`src/rtl/esc_tx_pkg.sv`:
```
package esc_tx_pkg;

    localparam logic [7:0] ESC_LIMIT  = 8'h21;
    localparam logic [7:0] ESC_MARK   = 8'h20;
    localparam logic [7:0] ESC_FLAG   = 8'h80;
    localparam int         FRAME_BITS = 10;
    localparam int         DATA_BITS  = 8;

    typedef enum logic {
        SEQ_IDLE = 1'b0,
        SEQ_HOLD = 1'b1
    } seq_state_t;

    typedef struct packed {
        logic                 load;
        logic [DATA_BITS-1:0] data;
    } char_req_t;

    function automatic logic needs_escape(input logic [7:0] b);
        return b < ESC_LIMIT;
    endfunction

    function automatic logic [7:0] escaped_form(input logic [7:0] b);
        return b | ESC_FLAG;
    endfunction

endpackage

```
`src/rtl/esc_baud_gen.sv`:
```
module esc_baud_gen #(
    parameter int CLKS_PER_BIT = 1664
) (
    input  logic clk,
    input  logic rst,
    input  logic run,
    input  logic clear,
    output logic tick
);
    localparam int CNT_W = (CLKS_PER_BIT > 2) ? $clog2(CLKS_PER_BIT) : 1;
    localparam logic [CNT_W-1:0] LAST = CNT_W'(CLKS_PER_BIT - 1);

    logic [CNT_W-1:0] cnt;

    always_ff @(posedge clk) begin
        if (rst || clear) begin
            cnt <= '0;
        end else if (run) begin
            cnt <= (cnt == LAST) ? '0 : cnt + 1'b1;
        end
    end

    assign tick = run && (cnt == LAST);

    // the count never exceeds one bit period
    a_r2_count_in_range: assert property (@(posedge clk) disable iff (rst)
        cnt <= LAST);

endmodule

```
`src/rtl/esc_serializer.sv`:
```
module esc_serializer
    import esc_tx_pkg::*;
(
    input  logic      clk,
    input  logic      rst,
    input  char_req_t req,
    input  logic      tick,
    output logic      busy,
    output logic      tx
);
    localparam int BIT_W = $clog2(FRAME_BITS);
    localparam logic [BIT_W-1:0] LAST_BIT = BIT_W'(FRAME_BITS - 1);

    logic [FRAME_BITS-1:0] shreg;
    logic [BIT_W-1:0]      bitcnt;

    always_ff @(posedge clk) begin
        if (rst) begin
            shreg  <= '1;
            bitcnt <= '0;
            busy   <= 1'b0;
        end else if (req.load) begin
            shreg  <= {1'b1, req.data, 1'b0};
            bitcnt <= '0;
            busy   <= 1'b1;
        end else if (busy && tick) begin
            shreg <= {1'b1, shreg[FRAME_BITS-1:1]};
            if (bitcnt == LAST_BIT) begin
                busy   <= 1'b0;
                bitcnt <= '0;
            end else begin
                bitcnt <= bitcnt + 1'b1;
            end
        end
    end

    assign tx = shreg[0];

    // a new character is never loaded while a frame is in flight
    a_r5_no_load_while_busy: assert property (@(posedge clk) disable iff (rst)
        busy |-> !req.load);

    // an idle line is high
    a_r1_idle_line_high: assert property (@(posedge clk) disable iff (rst)
        !busy |-> tx);

    // the last bit period ends the frame with the line high
    a_r2_frame_ends: assert property (@(posedge clk) disable iff (rst)
        (busy && tick && bitcnt == LAST_BIT) |=> (!busy && tx));

    // the bit counter stays inside one frame
    a_r2_bitcnt_range: assert property (@(posedge clk) disable iff (rst)
        bitcnt <= LAST_BIT);

endmodule

```
`src/rtl/esc_seq.sv`:
```
module esc_seq
    import esc_tx_pkg::*;
(
    input  logic       clk,
    input  logic       rst,
    input  logic       in_valid,
    input  logic [7:0] in_data,
    input  logic       ser_busy,
    output logic       in_ready,
    output char_req_t  req
);
    seq_state_t state;
    logic [7:0] held;
    logic       accept;

    assign in_ready = (state == SEQ_IDLE) && !ser_busy;
    assign accept   = in_valid && in_ready;

    always_comb begin
        req.load = 1'b0;
        req.data = held;
        if (accept) begin
            req.load = 1'b1;
            req.data = needs_escape(in_data) ? ESC_MARK : in_data;
        end else if (state == SEQ_HOLD && !ser_busy) begin
            req.load = 1'b1;
            req.data = held;
        end
    end

    always_ff @(posedge clk) begin
        if (rst) begin
            state <= SEQ_IDLE;
            held  <= '0;
        end else if (accept && needs_escape(in_data)) begin
            state <= SEQ_HOLD;
            held  <= escaped_form(in_data);
        end else if (state == SEQ_HOLD && !ser_busy) begin
            state <= SEQ_IDLE;
        end
    end

    // no input byte is taken while the second escape character is owed
    a_r5_ready_low_in_hold: assert property (@(posedge clk) disable iff (rst)
        (state == SEQ_HOLD) |-> !in_ready);

    // the held character always carries the top-bit flag
    a_r3_held_flagged: assert property (@(posedge clk) disable iff (rst)
        (state == SEQ_HOLD) |-> held[7]);

    // a load only follows an accepted byte or a pending escape character
    a_r6_load_has_cause: assert property (@(posedge clk) disable iff (rst)
        req.load |-> ((in_valid && in_ready) || state == SEQ_HOLD));

endmodule

```
`src/rtl/esc_uart_tx.sv`:
```
module esc_uart_tx
    import esc_tx_pkg::*;
#(
    parameter int CLKS_PER_BIT = 16 * 104
) (
    input  logic       clk,
    input  logic       rst,
    input  logic       in_valid,
    input  logic [7:0] in_data,
    output logic       in_ready,
    output logic       tx
);
    char_req_t req;
    logic      busy;
    logic      tick;

    esc_seq u_seq (
        .clk      (clk),
        .rst      (rst),
        .in_valid (in_valid),
        .in_data  (in_data),
        .ser_busy (busy),
        .in_ready (in_ready),
        .req      (req)
    );

    esc_baud_gen #(.CLKS_PER_BIT(CLKS_PER_BIT)) u_baud (
        .clk   (clk),
        .rst   (rst),
        .run   (busy),
        .clear (req.load),
        .tick  (tick)
    );

    esc_serializer u_ser (
        .clk  (clk),
        .rst  (rst),
        .req  (req),
        .tick (tick),
        .busy (busy),
        .tx   (tx)
    );

    // a frame begins with a low start bit in the cycle after a load
    a_r2_start_low: assert property (@(posedge clk) disable iff (rst)
        req.load |=> !tx);

endmodule

```
`config.mk`:
```
export PLATFORM = sky130hd
export DESIGN_NAME = esc_uart_tx
export DESIGN_NICKNAME = d
export VERILOG_FILES = /design/src/rtl/esc_tx_pkg.sv /design/src/rtl/esc_baud_gen.sv /design/src/rtl/esc_serializer.sv /design/src/rtl/esc_seq.sv /design/src/rtl/esc_uart_tx.sv
export SDC_FILE = /design/constraint.sdc
export NUM_CORES = 1
export LEC_CHECK = 0
export BUFFER_PORTS_ARGS = -buffer_cell sky130_fd_sc_hd__buf_4
export CORE_MARGIN = 2
export CORE_UTILIZATION = 58
export CTS_CLUSTER_SIZE = 14
export DETAILED_ROUTE_END_ITERATION = 6
export PLACE_DENSITY = 0.77
export SLEW_MARGIN = 15
export SYNTH_ARGS = -nofsm -noshare
export SYNTH_HDL_FRONTEND = slang
export SYNTH_SLANG_ARGS = --single-unit
```
`constraint.sdc`:
```
create_clock -name clk -period 1.86 [get_ports clk]
set_input_delay 0.186 -clock clk [delete_from_list [all_inputs] [get_ports clk]]
set_output_delay 0.186 -clock clk [all_outputs]
set_load 0.005 [all_outputs]
```
# Yosys cells after proc, flatten, opt, wreduce, memory -nomap -nowiden
# Cells that the tools add are included.
dict set report word_totals {
  register_bits 34
  latchBits 0
  ramBits 0
  mem_bits_ro 0
  in_bits 11
  out_inout_bits 2
  wordCells 37
  memories 0
}
dict set report classes {
  addsub 2
  n_mul 0
  n_div 0
  n_lt_le_gt_ge 1
  eq_ne 2
  n_shift 0
  mux 12
  n_bitwise 1
  n_reduce_logical 13
}
# operator count
set ops {}
lappend ops {{9-bit two-way mux} 4}
lappend ops {{11-bit by 1-bit adder with 11-bit output, second input constant} 1}
lappend ops {{11-bit equality test, second input constant} 1}
lappend ops {{11-bit two-way mux} 1}
lappend ops {{8-bit by 6-bit less-than comparator with 1-bit output, second input constant} 1}
lappend ops {{8-bit two-way mux} 1}
lappend ops {{1-bit logical AND} 6}
lappend ops {{2-bit nonzero test} 3}
lappend ops {{1-bit two-way mux} 5}
lappend ops {{4-bit by 1-bit adder with 4-bit output, second input constant} 1}
lappend ops {{4-bit equality test, second input constant} 1}
lappend ops {{4-bit two-way mux} 1}
lappend ops {{2-bit AND reduction} 1}
lappend ops {{2-bit OR reduction} 1}
lappend ops {{1-bit zero test} 1}
lappend ops {{1-bit logical OR} 1}
lappend ops {{1-bit NOT} 1}

# Depth between registers and ports, before layout
# Gate-level depths: netlist of the first run.
dict set report logic_depth {
  word_depth 6
  ltp_mapped 7
}

# Cells and area by module
# Synthesis of the first run repeated with hierarchy kept, for this count alone.
dict set report hier_totals {
  hier_cells 188
  hier_area_um2 1734.2
}
# module n_inst cells_each area_each_um2 seq_area_each_um2
set modules_own_cells {}
lappend modules_own_cells {esc_serializer 1 72 648.1 280.3}
lappend modules_own_cells {esc_baud_gen 1 61 573.0 220.2}
lappend modules_own_cells {esc_seq 1 55 513.0 180.2}

# Worst setup path before layout of the first run
# OpenSTA, ideal clock, no wires.
dict set report synth_path {
  kind {register -> register}
  start {register u_baud.cnt[0]}
  end {register u_ser.shreg[0]}
  t_arrival_ps 1430
  required_ps 1740
  slack_ps 310
  path_stages_with_launch 6
  path_buffers 0
  path_cell_list {dfxtp_1 > ha_1 > and4_1 > nand4_4 > and3_1 > a211o_1}
}
dict set report synth_via {
  elab_chain_len 4
}
# item line
set synth_rtl {}
lappend synth_rtl {{start: declaration} esc_baud_gen.sv:13} ;# logic [CNT_W-1:0] cnt;
lappend synth_rtl {{start signal: assignment} esc_baud_gen.sv:19} ;# cnt <= (cnt == LAST) ? '0 : cnt + 1'b1;
lappend synth_rtl {{11-bit equality test} esc_baud_gen.sv:23} ;# assign tick = run && (cnt == LAST);
lappend synth_rtl {{1-bit logical AND} esc_baud_gen.sv:23}
lappend synth_rtl {{1-bit logical AND} esc_serializer.sv:26} ;# end else if (busy && tick) begin
lappend synth_rtl {{2-bit nonzero test (no line)} --}
lappend synth_rtl {{end signal: assignment} esc_serializer.sv:23} ;# shreg <= {1'b1, req.data, 1'b0};
lappend synth_rtl {{end signal: assignment} esc_serializer.sv:27} ;# shreg <= {1'b1, shreg[FRAME_BITS-1:1]};
lappend synth_rtl {{end: declaration} esc_serializer.sv:14} ;# logic [FRAME_BITS-1:0] shreg;
# Every way passes these cells.
# A chain may end at the register's enable or synchronous reset.

# Worst setup path in the final report of the first run
dict set report layout_path {
  start {register u_baud.cnt[0]}
  end {register u_ser.bitcnt[1]}
}
dict set report layout_via {
  elab_chain_len 3
}
# item line
set layout_rtl {}
lappend layout_rtl {{11-bit equality test} esc_baud_gen.sv:23}
lappend layout_rtl {{1-bit logical AND} esc_baud_gen.sv:23}
lappend layout_rtl {{1-bit logical AND} esc_serializer.sv:26}
lappend layout_rtl {{end signal: assignment} esc_serializer.sv:32} ;# bitcnt <= bitcnt + 1'b1;
lappend layout_rtl {{end: declaration} esc_serializer.sv:15} ;# logic [BIT_W-1:0] bitcnt;
# Every way passes these cells.

==> qor.tcl, run 1 <==
set qor(run_status) {complete, no violations}
set qor(critPathLaunch) {u_baud.cnt[0]}
set qor(crit_path_top_delay_cell) {sky130_fd_sc_hd__dfxtp_1}
set qor(fill_cells) 251
set qor(place_inst) 223
set qor(cp.arrival_ns) 1.98
set qor(ctsLongestPathBuffers) 2
set qor(design.core.area_um2) 2730
set qor(synth-seq-cells) 34
set qor(grt_util_met3_pct) 8.62
set qor(worst_path_maximum_fanout) 4
set qor(via_per_inst) 5.99
set qor(critical_path.endpoint_type) {flip-flop}
set qor(grt_max_degree) 29
set qor(gr_peak_layer) {met2}
set qor(pin_count) 13
set qor(number_of_antenna_violating_nets_in_the_routed_design) 0
set qor(wirelength_um) 3300
set qor(floorplan.die.height_um) 57.3
set qor(drcViolationCount) 0
set qor(power.ir.vdd_worst_mv) 0.654
set qor(logic_gate_share_of_total_power_pct) 11.2
set qor(synthesis.instances) 188
set qor(syn-mean-instance-area_um2) 8.77
set qor(drt_first_iter_violations) 93
set qor(areaGrowthSynthToFinish_pct) 9.18
set qor(grt_pass1_vias) 1310
set qor(drtPass1Iterations) 4
set qor(synth_ff_type) {sky130_fd_sc_hd__dfxtp_1}
set qor(routed_wire_length_per_instance_um) 14.3
set qor(place.gp.congestion) 0.855
set qor(seq_total_area_yosys_pct) 41.3
set qor(hp-class) {in2reg}
set qor(globalRouteTotalUtil_pct) 23.0
set qor(gr-usage-met2_pct) 34.3
set qor(core.rowCount) 19
set qor(clock_power_share_pct) 28.7
set qor(final_number_of_hold_violating_endpoints) 0
set qor(yosysUniqueCellTypes) 42
set qor(internal_power_uw) 966
set qor(total_power_mw) 1.28
set qor(cts.sink_count) 34
set qor(period_minus_slack_ns) 1.73
set qor(cts_root_buffer_type) {sky130_fd_sc_hd__clkbuf_4}
set qor(number_of_antenna_violations_at_the_first_check_in_global_routing) 0
set qor(groute.layer.met1.usage_pct) 28.5
set qor(total_switching_power_uw) 319
set qor(fin_crit_sh_pct) 92.9
set qor(clock_skew_ns) 0.00878
set qor(post_cts.repair.setup_buffers) 0
set qor(final-instance-count-excl-fill) 230
set qor(clk_latency_ns) 0.33
set qor(tightestPinTransition_ns) 0.396
set qor(total_leakage_power_nw) 0.630
set qor(die_area_um2) 3290
set qor(clock.fmax_ghz) 0.579
set qor(cts_resized) 0
set qor(timing.final.setup_violations) 0
set qor(initial_core_util_pct) 60.3
set qor(timing.setup.tns_ns) 0
set qor(io_buffer_count) 12
set qor(timing.max_slew.rel_slack_pct) 73.6
set qor(asyncSetResetFlopFracSynth_pct) 0
set qor(cap_viol_max_count) 0
set qor(cts_max_level) 2
set qor(p_seq_share_pct) 60.2
set qor(synth.yosys.warnings) 0
set qor(finish.utilization_pct) 65.9
set qor(timing_max_transition_violations_final) 0
set qor(synth_area_um2) 1650
set qor(worst-setup-path-type) {reg2reg}
set qor(min_delay_startpoint) {in_data[2]}
set qor(clk_transition_reported_paths_ns) 0.10
set qor(number_of_hold_buffers_added_after_cts) 0
set qor(crit_path_start_kind) {flip-flop}
set qor(r2r-start) {u_baud.cnt[0]}
set qor(synth_nets) 200
set qor(cp_cell_sequence) {ha_1, and4_2, nand4_1, or3_1, a21oi_1}
set qor(final_net_count) 211
set qor(power_density_cells_nw_per_um2) 714
set qor(detailroute.via_count) 1378
set qor(clock_tree_from_tritoncts) {built}
set qor(global_route.overflow_total) 0
set qor(number_of_enable_flip_flop_cells_after_synthesis) 0
set qor(peak_per_stage_delay_on_the_critical_path_ns) 0.40
set qor(worstPathRequired_ns) 2.11
set qor(die_width_um) 57.3
set qor(antenna-diode-count) 0
set qor(grt_first_pass_wirelength_um) 5790
set qor(setup_repair_after_global_routing_missed_its_margin) {no}
set qor(post-dp-hpwl_um) 2470
set qor(post_route_cells_drive_above_1_share_pct) 14.6
set qor(netSwitchingFraction_pct) 24.8
set qor(cts_buffers) 5
## worst max-delay path: cells and delay by family, from the launching register on
family / cells / cell delay [ns]
simple gates: 3 / 0.86
fa+ha+maj: 1 / 0.25
flops: 1 / 0.40
compound gates: 1 / 0.16
## layout by cell type (no fill, tap or decap), types with 2 or more instances in the layout
master / count
sky130_fd_sc_hd__nand3b_1: 2
sky130_fd_sc_hd__clkbuf_1: 2
sky130_fd_sc_hd__and2_1: 2
sky130_fd_sc_hd__nor2_1: 15
sky130_fd_sc_hd__a32oi_1: 5
sky130_fd_sc_hd__xnor2_1: 7
sky130_fd_sc_hd__o211ai_1: 5
sky130_fd_sc_hd__clkbuf_4: 5
sky130_fd_sc_hd__nor3b_1: 3
sky130_fd_sc_hd__dfxtp_1: 34
sky130_fd_sc_hd__inv_1: 2
sky130_fd_sc_hd__nand2b_1: 15
sky130_fd_sc_hd__nand4_1: 4
sky130_fd_sc_hd__nor3_1: 2
sky130_fd_sc_hd__a31oi_1: 4
sky130_fd_sc_hd__and3_1: 3
sky130_fd_sc_hd__buf_4: 16
sky130_fd_sc_hd__a21oi_1: 14
sky130_fd_sc_hd__o21ai_0: 3
sky130_fd_sc_hd__nand3_1: 10
sky130_fd_sc_hd__nor4_1: 2
sky130_fd_sc_hd__nor2b_1: 2
sky130_fd_sc_hd__xor2_1: 3
sky130_fd_sc_hd__and4_2: 2
sky130_fd_sc_hd__nand2_1: 14
sky130_fd_sc_hd__mux2i_1: 7
sky130_fd_sc_hd__or3_1: 2
## through the flow
stage	hold WS (ns)	setup slack (ns)	area (µm²)
after floorplan	0.342	0.310	1650
after global placement	0.446	0.215	1750
after detailed placement	0.457	0.151	1750
after CTS	0.123	0.126	1800
after global routing	0.128	0.0311	1800
final	0.133	0.132	1800
## layer usage
metal / share of wire (%) / wire (µm)
met1: 44 / 1460
met2: 49 / 1610
met3: 4.7 / 155
met4: 2.0 / 67
met5: 0 / 0
## power groups by stage
stage	clock network, mW	logic, mW	registers [mW]
floorplan	0	0.101	0.780
CTS	0.379	0.144	0.773
detailed placement	0	0.144	0.789
global placement	0	0.139	0.788
finish	0.368	0.144	0.773
global route	0.411	0.160	0.777
## synthesized netlist by cell type (3+ instances only)
cell                       instances  area (µm²)
sky130_fd_sc_hd__dfxtp_1          34         681
sky130_fd_sc_hd__nand2_1          14        52.6
sky130_fd_sc_hd__a31oi_1           4        25.0
sky130_fd_sc_hd__clkbuf_1          8        30.0
sky130_fd_sc_hd__nand3_1          10        50.1
sky130_fd_sc_hd__o21ai_0           3        15.0
sky130_fd_sc_hd__xor2_1            3        26.3
sky130_fd_sc_hd__a32oi_1           5        43.8
sky130_fd_sc_hd__mux2i_1           7        70.1
sky130_fd_sc_hd__o211ai_1          5        37.5
sky130_fd_sc_hd__nor2_1           15        56.3
sky130_fd_sc_hd__nor3b_1           3        22.5
sky130_fd_sc_hd__nand2b_1         15        93.8
sky130_fd_sc_hd__and3_1            3        18.8
sky130_fd_sc_hd__a21oi_1          14        70.1
sky130_fd_sc_hd__xnor2_1           7        61.3
sky130_fd_sc_hd__nand4_1           4        25.0
## kinds of logic (layout without fill, tap and decap cells)
family                   Yosys count  after routing  synth area share [%]
AND/OR/NAND/NOR                   84             84                  29.3
flip-flops                        34             34                  41.3
buffers and inverters             14             25                  3.79
XOR/XNOR                          10             10                  5.31
AO/OA/AOI/OAI                     38             38                  15.3
adder cells (fa/ha/maj)            1              1                 0.759
multiplexers                       7              7                  4.25
## area by class of cell
cell class	instances	area (µm²)	area share, %
multi-input combinational	140	908	50.5
sequential	34	681	37.8
timing repair buffer	16	120	6.67
clock buffer	7	45.0	2.50
tap	31	38.8	2.15
inverter	2	7.51	0.417
## state kept, by name, indices dropped and copies added, names as in the netlist
signal and count:
u_seq.held 8, u_seq.state 1, u_ser.bitcnt 4, u_baud.cnt 11, u_ser.shreg 9, u_ser.busy 1
## final timing paths
check             cells past startpoint  slack [ns]              end
setup / recovery                      5        0.13  u_ser.bitcnt[1]
setup reg to reg                      5        0.13  u_ser.bitcnt[1]
hold / removal                        3        0.13    u_seq.held[2]
hold reg to reg                       2        0.46    u_seq.held[7]
(Power assumes the default switching activity.)
==> run 2: changes to the inputs <==
--- a/config.mk
+++ b/config.mk
@@ -11,6 +11,7 @@
 export CTS_CLUSTER_SIZE = 14
 export DETAILED_ROUTE_END_ITERATION = 6
 export PLACE_DENSITY = 0.77
+export RECOVER_POWER = 25
 export SLEW_MARGIN = 15
 export SYNTH_ARGS = -nofsm -noshare
 export SYNTH_HDL_FRONTEND = slang
==> run 2 against run 1 <==
  * Maximum frequency up 0.61%
  * Cell count unchanged
  * Total power hardly changed
  * Sequential power about the same
  * Register-to-register slack is essentially flat
  * Core utilization fell by 0.14 points
  * Critical path depth unchanged
  * Count of clock-buffer cells in the layout unchanged
  * Clock skew about the same
  * Sequential share of layout area rose by 0.079 points
  * Clock power is essentially flat
  * Die area did not move
  * Critical endpoint unchanged
  * Largest cell class unchanged
==> qor.tcl, run 2 (synthesis gave the netlist of run 1 again) <==
set qor(run_status) {complete, no violations}
set qor(global_route.overflow_total) 0 ;# unchanged
set qor(hp-class) {in2reg}
set qor(total_power_mw) 1.28 ;# about the same
set qor(final_critical_path_setup_slack_ns) 0.143 ;# +0.0105 ns
set qor(final_number_of_hold_violating_endpoints) 0 ;# unchanged
set qor(finish.utilization_pct) 65.7 ;# -0.14 points
set qor(pin_count) 13 ;# unchanged
set qor(cts.sink_count) 34 ;# unchanged
set qor(critical_path.endpoint_type) {flip-flop}
set qor(largest_registers) {u_baud.cnt: 11 flops, u_ser.shreg: 9 flops, u_seq.held: 8 flops}
set qor(min_delay_startpoint) {in_data[2]}
set qor(worst_r2r_endpoint) {u_ser.bitcnt[1]}
set qor(drcViolationCount) 0 ;# unchanged
set qor(worstPathRequired_ns) 2.11 ;# about the same
set qor(grt_pass1_vias) 1310 ;# unchanged
set qor(wirelength_um) 3310 ;# +0.36%
set qor(power.ir.vdd_worst_mv) 0.654 ;# -0.13%
set qor(timing_max_transition_violations_final) 0 ;# unchanged
set qor(period_minus_slack_ns) 1.72 ;# -0.0105 ns
set qor(cap_viol_max_count) 0 ;# unchanged
set qor(initial_core_util_pct) 60.3 ;# unchanged
set qor(commonest_cells_after_routing_fill_and_taps_aside) {sky130_fd_sc_hd__dfxtp_1 (34), sky130_fd_sc_hd__nor2_1 (15), sky130_fd_sc_hd__nand2b_1 (15)}
set qor(via_per_inst) 5.94 ;# -0.87%
set qor(tightestPinTransition_ns) 0.396 ;# -0.000472 ns
set qor(setup_repair_after_global_routing_missed_its_margin) {no}
set qor(cts_max_level) 2 ;# unchanged
set qor(timing.max_slew.rel_slack_pct) 73.6 ;# about the same
set qor(die_area_um2) 3290 ;# unchanged
set qor(drt_first_iter_violations) 83 ;# -11%
set qor(cts_buffers) 5 ;# unchanged
set qor(fill_cells) 253 ;# +0.80%
set qor(cts_resized) 0 ;# unchanged
set qor(worst-r2r-cell-count) 5 ;# unchanged
set qor(timing.hold.ws_ns) 0.133 ;# -0.000150 ns
set qor(post_route_cells_drive_above_1_share_pct) 14.1 ;# -0.50 points
set qor(place_inst) 223 ;# unchanged
set qor(clock_tree_from_tritoncts) {built}
set qor(io_buffer_count) 12 ;# unchanged
set qor(final_area_um2) 1800 ;# -0.21%
set qor(fin_crit_sh_pct) 92.3 ;# -0.56 points
set qor(grt_first_pass_wirelength_um) 5790 ;# unchanged
set qor(clock_skew_ns) 0.00899 ;# +0.000213 ns
set qor(max_ffs_per_register) 11 ;# unchanged
set qor(detailroute.via_count) 1366 ;# -0.87%
set qor(rrSetupSlack_ns) 0.14 ;# about the same
set qor(cts_root_buffer_type) {sky130_fd_sc_hd__clkbuf_4}
set qor(die_width_um) 57.3 ;# unchanged
set qor(final_net_count) 211 ;# unchanged
set qor(clock.fmax_ghz) 0.582 ;# +0.61%
set qor(number_of_antenna_violations_at_the_first_check_in_global_routing) 0 ;# unchanged
set qor(number_of_antenna_violating_nets_in_the_routed_design) 0 ;# unchanged
set qor(globalRouteTotalUtil_pct) 23.0 ;# unchanged
set qor(pre_cts_slack_ns) 0.151 ;# unchanged
set qor(number_of_hold_buffers_added_after_cts) 0 ;# unchanged
set qor(post-dp-hpwl_um) 2470 ;# unchanged
set qor(timing.setup.tns_ns) 0 ;# unchanged
set qor(crit_path_start_kind) {flip-flop}
set qor(worst_path_maximum_fanout) 4 ;# unchanged
set qor(r2r-start) {u_baud.cnt[0]}
set qor(routed_wire_length_per_instance_um) 14.4 ;# +0.36%
set qor(power_density_cells_nw_per_um2) 714 ;# +0.13%
set qor(post_cts.repair.setup_buffers) 0 ;# unchanged
set qor(place.gp.congestion) 0.855 ;# unchanged
set qor(clk_transition_reported_paths_ns) 0.10 ;# about the same
set qor(final-instance-count-excl-fill) 230 ;# unchanged
set qor(areaGrowthSynthToFinish_pct) 8.95
set qor(cp.arrival_ns) 1.97 ;# about the same
set qor(timing.final.setup_violations) 0 ;# unchanged
set qor(post_place_cell_area_um2) 1750 ;# unchanged
set qor(holdPathStages) 3 ;# unchanged
set qor(layout.cells.most_common) {sky130_fd_sc_hd__dfxtp_1}
set qor(max_flop_register) {u_baud.cnt}
set qor(grt_max_degree) 29 ;# unchanged
set qor(worst-setup-path-type) {reg2reg}
set qor(design.core.area_um2) 2730 ;# unchanged
set qor(drtPass1Iterations) 4 ;# unchanged
set qor(antenna-diode-count) 0 ;# unchanged
set qor(total_leakage_power_nw) 0.629 ;# -0.16%
set qor(clk_latency_ns) 0.33 ;# about the same
set qor(ctsLongestPathBuffers) 2 ;# unchanged
set qor(floorplan.die.height_um) 57.3 ;# unchanged
set qor(core.rowCount) 19 ;# unchanged
set qor(hold_path_end) {u_seq.held[2]}
-- run 2: cell count changes in the layout (fill, tap and decap cells not counted), sizes merged --
| cell | change |
|---|---|
| clkbuf | +2 |
| buf | -2 |
-- run 2: worst max-delay path by stage --
stage                              from               to  slack (ns)
after floorplan           u_baud.cnt[0]   u_ser.shreg[0]        0.31
after global placement       in_data[1]    u_seq.held[0]        0.22
after detailed placement  u_baud.cnt[0]  u_ser.bitcnt[1]        0.15
after CTS                 u_baud.cnt[0]  u_ser.bitcnt[1]        0.13
after global routing      u_baud.cnt[0]  u_ser.bitcnt[1]        0.03
final                     u_baud.cnt[0]  u_ser.bitcnt[1]        0.14
-- run 2: critical path, cell delays in order, from the launching register on --
cell	delay [ns]
sky130_fd_sc_hd__dfxtp_1	0.39
sky130_fd_sc_hd__ha_1	0.24
sky130_fd_sc_hd__and4_2	0.31
sky130_fd_sc_hd__nand4_1	0.18
sky130_fd_sc_hd__or3_1	0.35
sky130_fd_sc_hd__a21oi_1	0.16
-- run 2: where the power goes --
group	internal (mW)	switching, mW	total [mW]
clock	0.142	0.226	0.368
sequential	0.753	0.0200	0.773
combinational	0.0692	0.0734	0.143
total	0.965	0.319	1.28
-- run 2: metal layers --
layer,global-route usage [%],share of wire [%]
met2,34.3,49
met3,8.62,5.2
met4,13.3,2.0
met1,28.5,44
met5,0,0
-- run 2: layout make-up --
cell class | instances | area (µm²) | area share, %
Multi-Input combinational cell | 140 | 905 | 50.3
Sequential cell | 34 | 681 | 37.9
Timing Repair Buffer | 16 | 120 | 6.69
Clock buffer | 7 | 45.0 | 2.51
Tap cell | 31 | 38.8 | 2.16
Inverter | 2 | 7.51 | 0.418
==> run 3: changes to the inputs <==
==> constraint.sdc (replaced) <==
create_clock -name clk -period 1.86 [get_ports clk]
set_input_delay 0 -clock clk [delete_from_list [all_inputs] [get_ports clk]]
set_output_delay 0 -clock clk [all_outputs]
set_load 0.005 [all_outputs]
==> run 3 against run 2 <==
  * Sequential share of layout area decreased by 1.6 points
  * Cell count increased by 3.5%
  * Critical path type is now in2reg
  * Combinational power increased by 8%
  * Non-clock buffer count increased by 7
  * Worst setup slack got worse by 0.017 ns
  * Count of clock-buffer cells in the layout unchanged
  * Largest cell class unchanged
  * Critical path depth increased by 1
  * Maximum frequency decreased by 0.99%
  * Hold slack got worse by 0.12 ns
  * Largest power group unchanged
  * Core utilization increased by 2.9 points
  * Final area increased by 4.5%
  * Flip-flop and latch count unchanged
==> qor.tcl, run 3 (synthesis gave the netlist of run 1 again) <==
set qor(clk_transition_reported_paths_ns) 0.11 ;# about the same
set qor(timing.setup.tns_ns) 0 ;# unchanged
set qor(cap_viol_max_count) 0 ;# unchanged
set qor(p_seq_share_pct) 57.1 ;# -3.1 points
set qor(period_minus_slack_ns) 1.73 ;# +0.0172 ns
set qor(design.core.area_um2) 2730 ;# unchanged
set qor(cp.arrival_ns) 2.01 ;# +0.04 ns
set qor(floorplan.die.height_um) 57.3 ;# unchanged
set qor(timing_max_transition_violations_final) 0 ;# unchanged
set qor(grt_max_degree) 29 ;# unchanged
set qor(drtPass1Iterations) 4 ;# unchanged
set qor(clock.fmax_ghz) 0.577 ;# -0.99%
set qor(via_per_inst) 6.01 ;# +1.2%
set qor(routed_wire_length_per_instance_um) 13.9 ;# -3.4%
set qor(wirelength_um) 3310 ;# about the same
set qor(cts_max_level) 2 ;# unchanged
set qor(pre_cts_slack_ns) 0.162 ;# +0.0106 ns
set qor(timing.max_slew.rel_slack_pct) 72.3 ;# -1.3 points
set qor(worstPathRequired_ns) 2.14 ;# +0.03 ns
set qor(io_buffer_count) 12 ;# unchanged
set qor(max_flop_register) {u_baud.cnt}
set qor(grt_pass1_vias) 1350 ;# +3.1%
set qor(cts.sink_count) 34 ;# unchanged
set qor(final_number_of_hold_violating_endpoints) 0 ;# unchanged
set qor(cts_root_buffer_type) {sky130_fd_sc_hd__clkbuf_4}
set qor(number_of_antenna_violations_at_the_first_check_in_global_routing) 0 ;# unchanged
set qor(crit_path_start_kind) {primary input}
set qor(hp-class) {in2reg}
set qor(initial_core_util_pct) 60.3 ;# unchanged
set qor(total_leakage_power_nw) 0.665 ;# +5.6%
set qor(die_width_um) 57.3 ;# unchanged
set qor(logic_gate_share_of_total_power_pct) 11.4 ;# +0.3 points
set qor(number_of_antenna_violating_nets_in_the_routed_design) 0 ;# unchanged
set qor(clock_power_share_pct) 31.5 ;# +2.8 points
set qor(clock_tree_from_tritoncts) {built}
set qor(clock_skew_ns) 0.0129 ;# +0.00388 ns
set qor(fin_crit_sh_pct) 93.2 ;# +0.92 points
set qor(netSwitchingFraction_pct) 25.1 ;# +0.21 points
set qor(place.gp.congestion) 0.871 ;# +1.8%
set qor(cts_buffers) 5 ;# unchanged
set qor(clk_latency_ns) 0.34 ;# about the same
set qor(tightestPinTransition_ns) 0.416 ;# +0.0202 ns
set qor(final_critical_path_setup_slack_ns) 0.126 ;# -0.0172 ns
set qor(layout.cells.most_common) {sky130_fd_sc_hd__dfxtp_1}
set qor(worst_path_maximum_fanout) 7 ;# +3
set qor(critical_path.endpoint_type) {flip-flop}
set qor(run_status) {complete, no violations}
set qor(drt_first_iter_violations) 83 ;# unchanged
set qor(global_route.overflow_total) 0 ;# unchanged
set qor(final_net_count) 218 ;# +3.3%
set qor(areaGrowthSynthToFinish_pct) 13.8
set qor(antenna-diode-count) 0 ;# unchanged
set qor(commonest_cells_after_routing_fill_and_taps_aside) {sky130_fd_sc_hd__dfxtp_1 (34), sky130_fd_sc_hd__nor2_1 (15), sky130_fd_sc_hd__nand2b_1 (15)}
set qor(power_density_cells_nw_per_um2) 721 ;# +0.90%
set qor(pin_count) 13 ;# unchanged
set qor(largest_registers) {u_baud.cnt: 11 flops, u_ser.shreg: 9 flops, u_seq.held: 8 flops}
set qor(globalRouteTotalUtil_pct) 22.4 ;# -0.62 points
set qor(ctsLongestPathBuffers) 2 ;# unchanged
set qor(die_area_um2) 3290 ;# unchanged
set qor(core.rowCount) 19 ;# unchanged
set qor(setup_repair_after_global_routing_missed_its_margin) {no}
set qor(power.ir.vdd_worst_mv) 0.700 ;# +7.0%
set qor(max_ffs_per_register) 11 ;# unchanged
set qor(post-dp-hpwl_um) 2390 ;# -3.3%
set qor(timing.final.setup_violations) 0 ;# unchanged
set qor(detailroute.via_count) 1430 ;# +4.7%
set qor(drcViolationCount) 0 ;# unchanged
set qor(worst-setup-path-type) {in2reg}
set qor(post_route_cells_drive_above_1_share_pct) 13.5 ;# -0.54 points
set qor(internal_power_mw) 1.01 ;# +5.1%
set qor(total_switching_power_uw) 339 ;# +6.3%
set qor(grt_first_pass_wirelength_um) 5670 ;# -2.0%
-- run 3: changes by cell type in the layout (fill, tap and decap cells not counted) --
cell and delta:
sky130_fd_sc_hd__clkbuf_8 +1, sky130_fd_sc_hd__dlygate4sd3_1 +7, sky130_fd_sc_hd__and4_2 -1, sky130_fd_sc_hd__and4_1 +1, sky130_fd_sc_hd__clkinv_2 +1, sky130_fd_sc_hd__buf_4 -1
-- run 3: worst max-delay path: stages --
cell,delay [ns]
sky130_fd_sc_hd__dlygate4sd3_1,0.53
sky130_fd_sc_hd__clkbuf_1,0.13
sky130_fd_sc_hd__or4_4,0.52
sky130_fd_sc_hd__o21ai_2,0.15
sky130_fd_sc_hd__and3_1,0.43
sky130_fd_sc_hd__mux2i_1,0.25
-- run 3: metrics by stage --
step | hold WS [ns] | power [mW] | cell area (µm²) | util (%) | std cells
6_report | 0.0117 | 1.35 | 1880 | 68.6 | 238
2_1_floorplan | 0.156 | 0.881 | 1650 | - | 188
5_1_grt | 0.0316 | 1.41 | 1880 | 68.6 | 238
3_3_place_gp | 0.288 | 0.926 | 1750 | 64.1 | 223
3_5_place_dp | 0.296 | 0.934 | 1750 | 64.1 | 223
4_1_cts | 0.00271 | 1.37 | 1880 | 68.9 | 238
-- run 3: power groups by stage --
| stage | registers, mW | clock network, mW | logic [mW] |
|---|---|---|---|
| 3_5_place_dp | 0.790 | 0 | 0.144 |
| 2_1_floorplan | 0.780 | 0 | 0.101 |
| 4_1_cts | 0.773 | 0.441 | 0.156 |
| 5_1_grt | 0.777 | 0.465 | 0.172 |
| 6_report | 0.773 | 0.426 | 0.154 |
| 3_3_place_gp | 0.788 | 0 | 0.138 |
-- run 3: layout make-up --
type | instances | area (µm²)
multi-input cells | 140 | 903
well taps | 31 | 38.8
clock inverters | 1 | 5.00
fillers | 224 | 857
clock buffers | 7 | 55.1
inverters | 2 | 7.51
repair buffers | 23 | 186
flip-flops and latches | 34 | 681
-- run 3: metal layers --
| metal | GRT usage (%) | vias up | wire, µm | share of wire (%) |
|---|---|---|---|---|
| li1 | - | 712 | - | - |
| met1 | 26.0 | 675 | 1470 | 44 |
| met2 | 36.6 | 32 | 1570 | 47 |
| met3 | 6.12 | 11 | 181 | 5.5 |
| met4 | 13.6 | 0 | 91 | 2.8 |
| met5 | 0 | - | 0 | 0 |
-- run 3: final timing paths --
check | startpoint | end | slack (ns) | cells past startpoint
worst min-delay path | in_data[1] | u_seq.held[1] | 0.01 | 3
worst max register to register | u_baud.cnt[0] | u_ser.bitcnt[1] | 0.18 | 5
worst min register to register | u_seq.held[7] | u_seq.held[7] | 0.48 | 2
worst max-delay path | in_data[2] | u_seq.held[3] | 0.13 | 6
-- run 3: repair_timing --
item | CTS | global route
hold buffers | 7 | 0
gates resized for setup | 0 | 1
endpoints found under the hold margin | 7 | 0
endpoints found under the setup margin | 0 | 1
setup buffers | 0 | 0
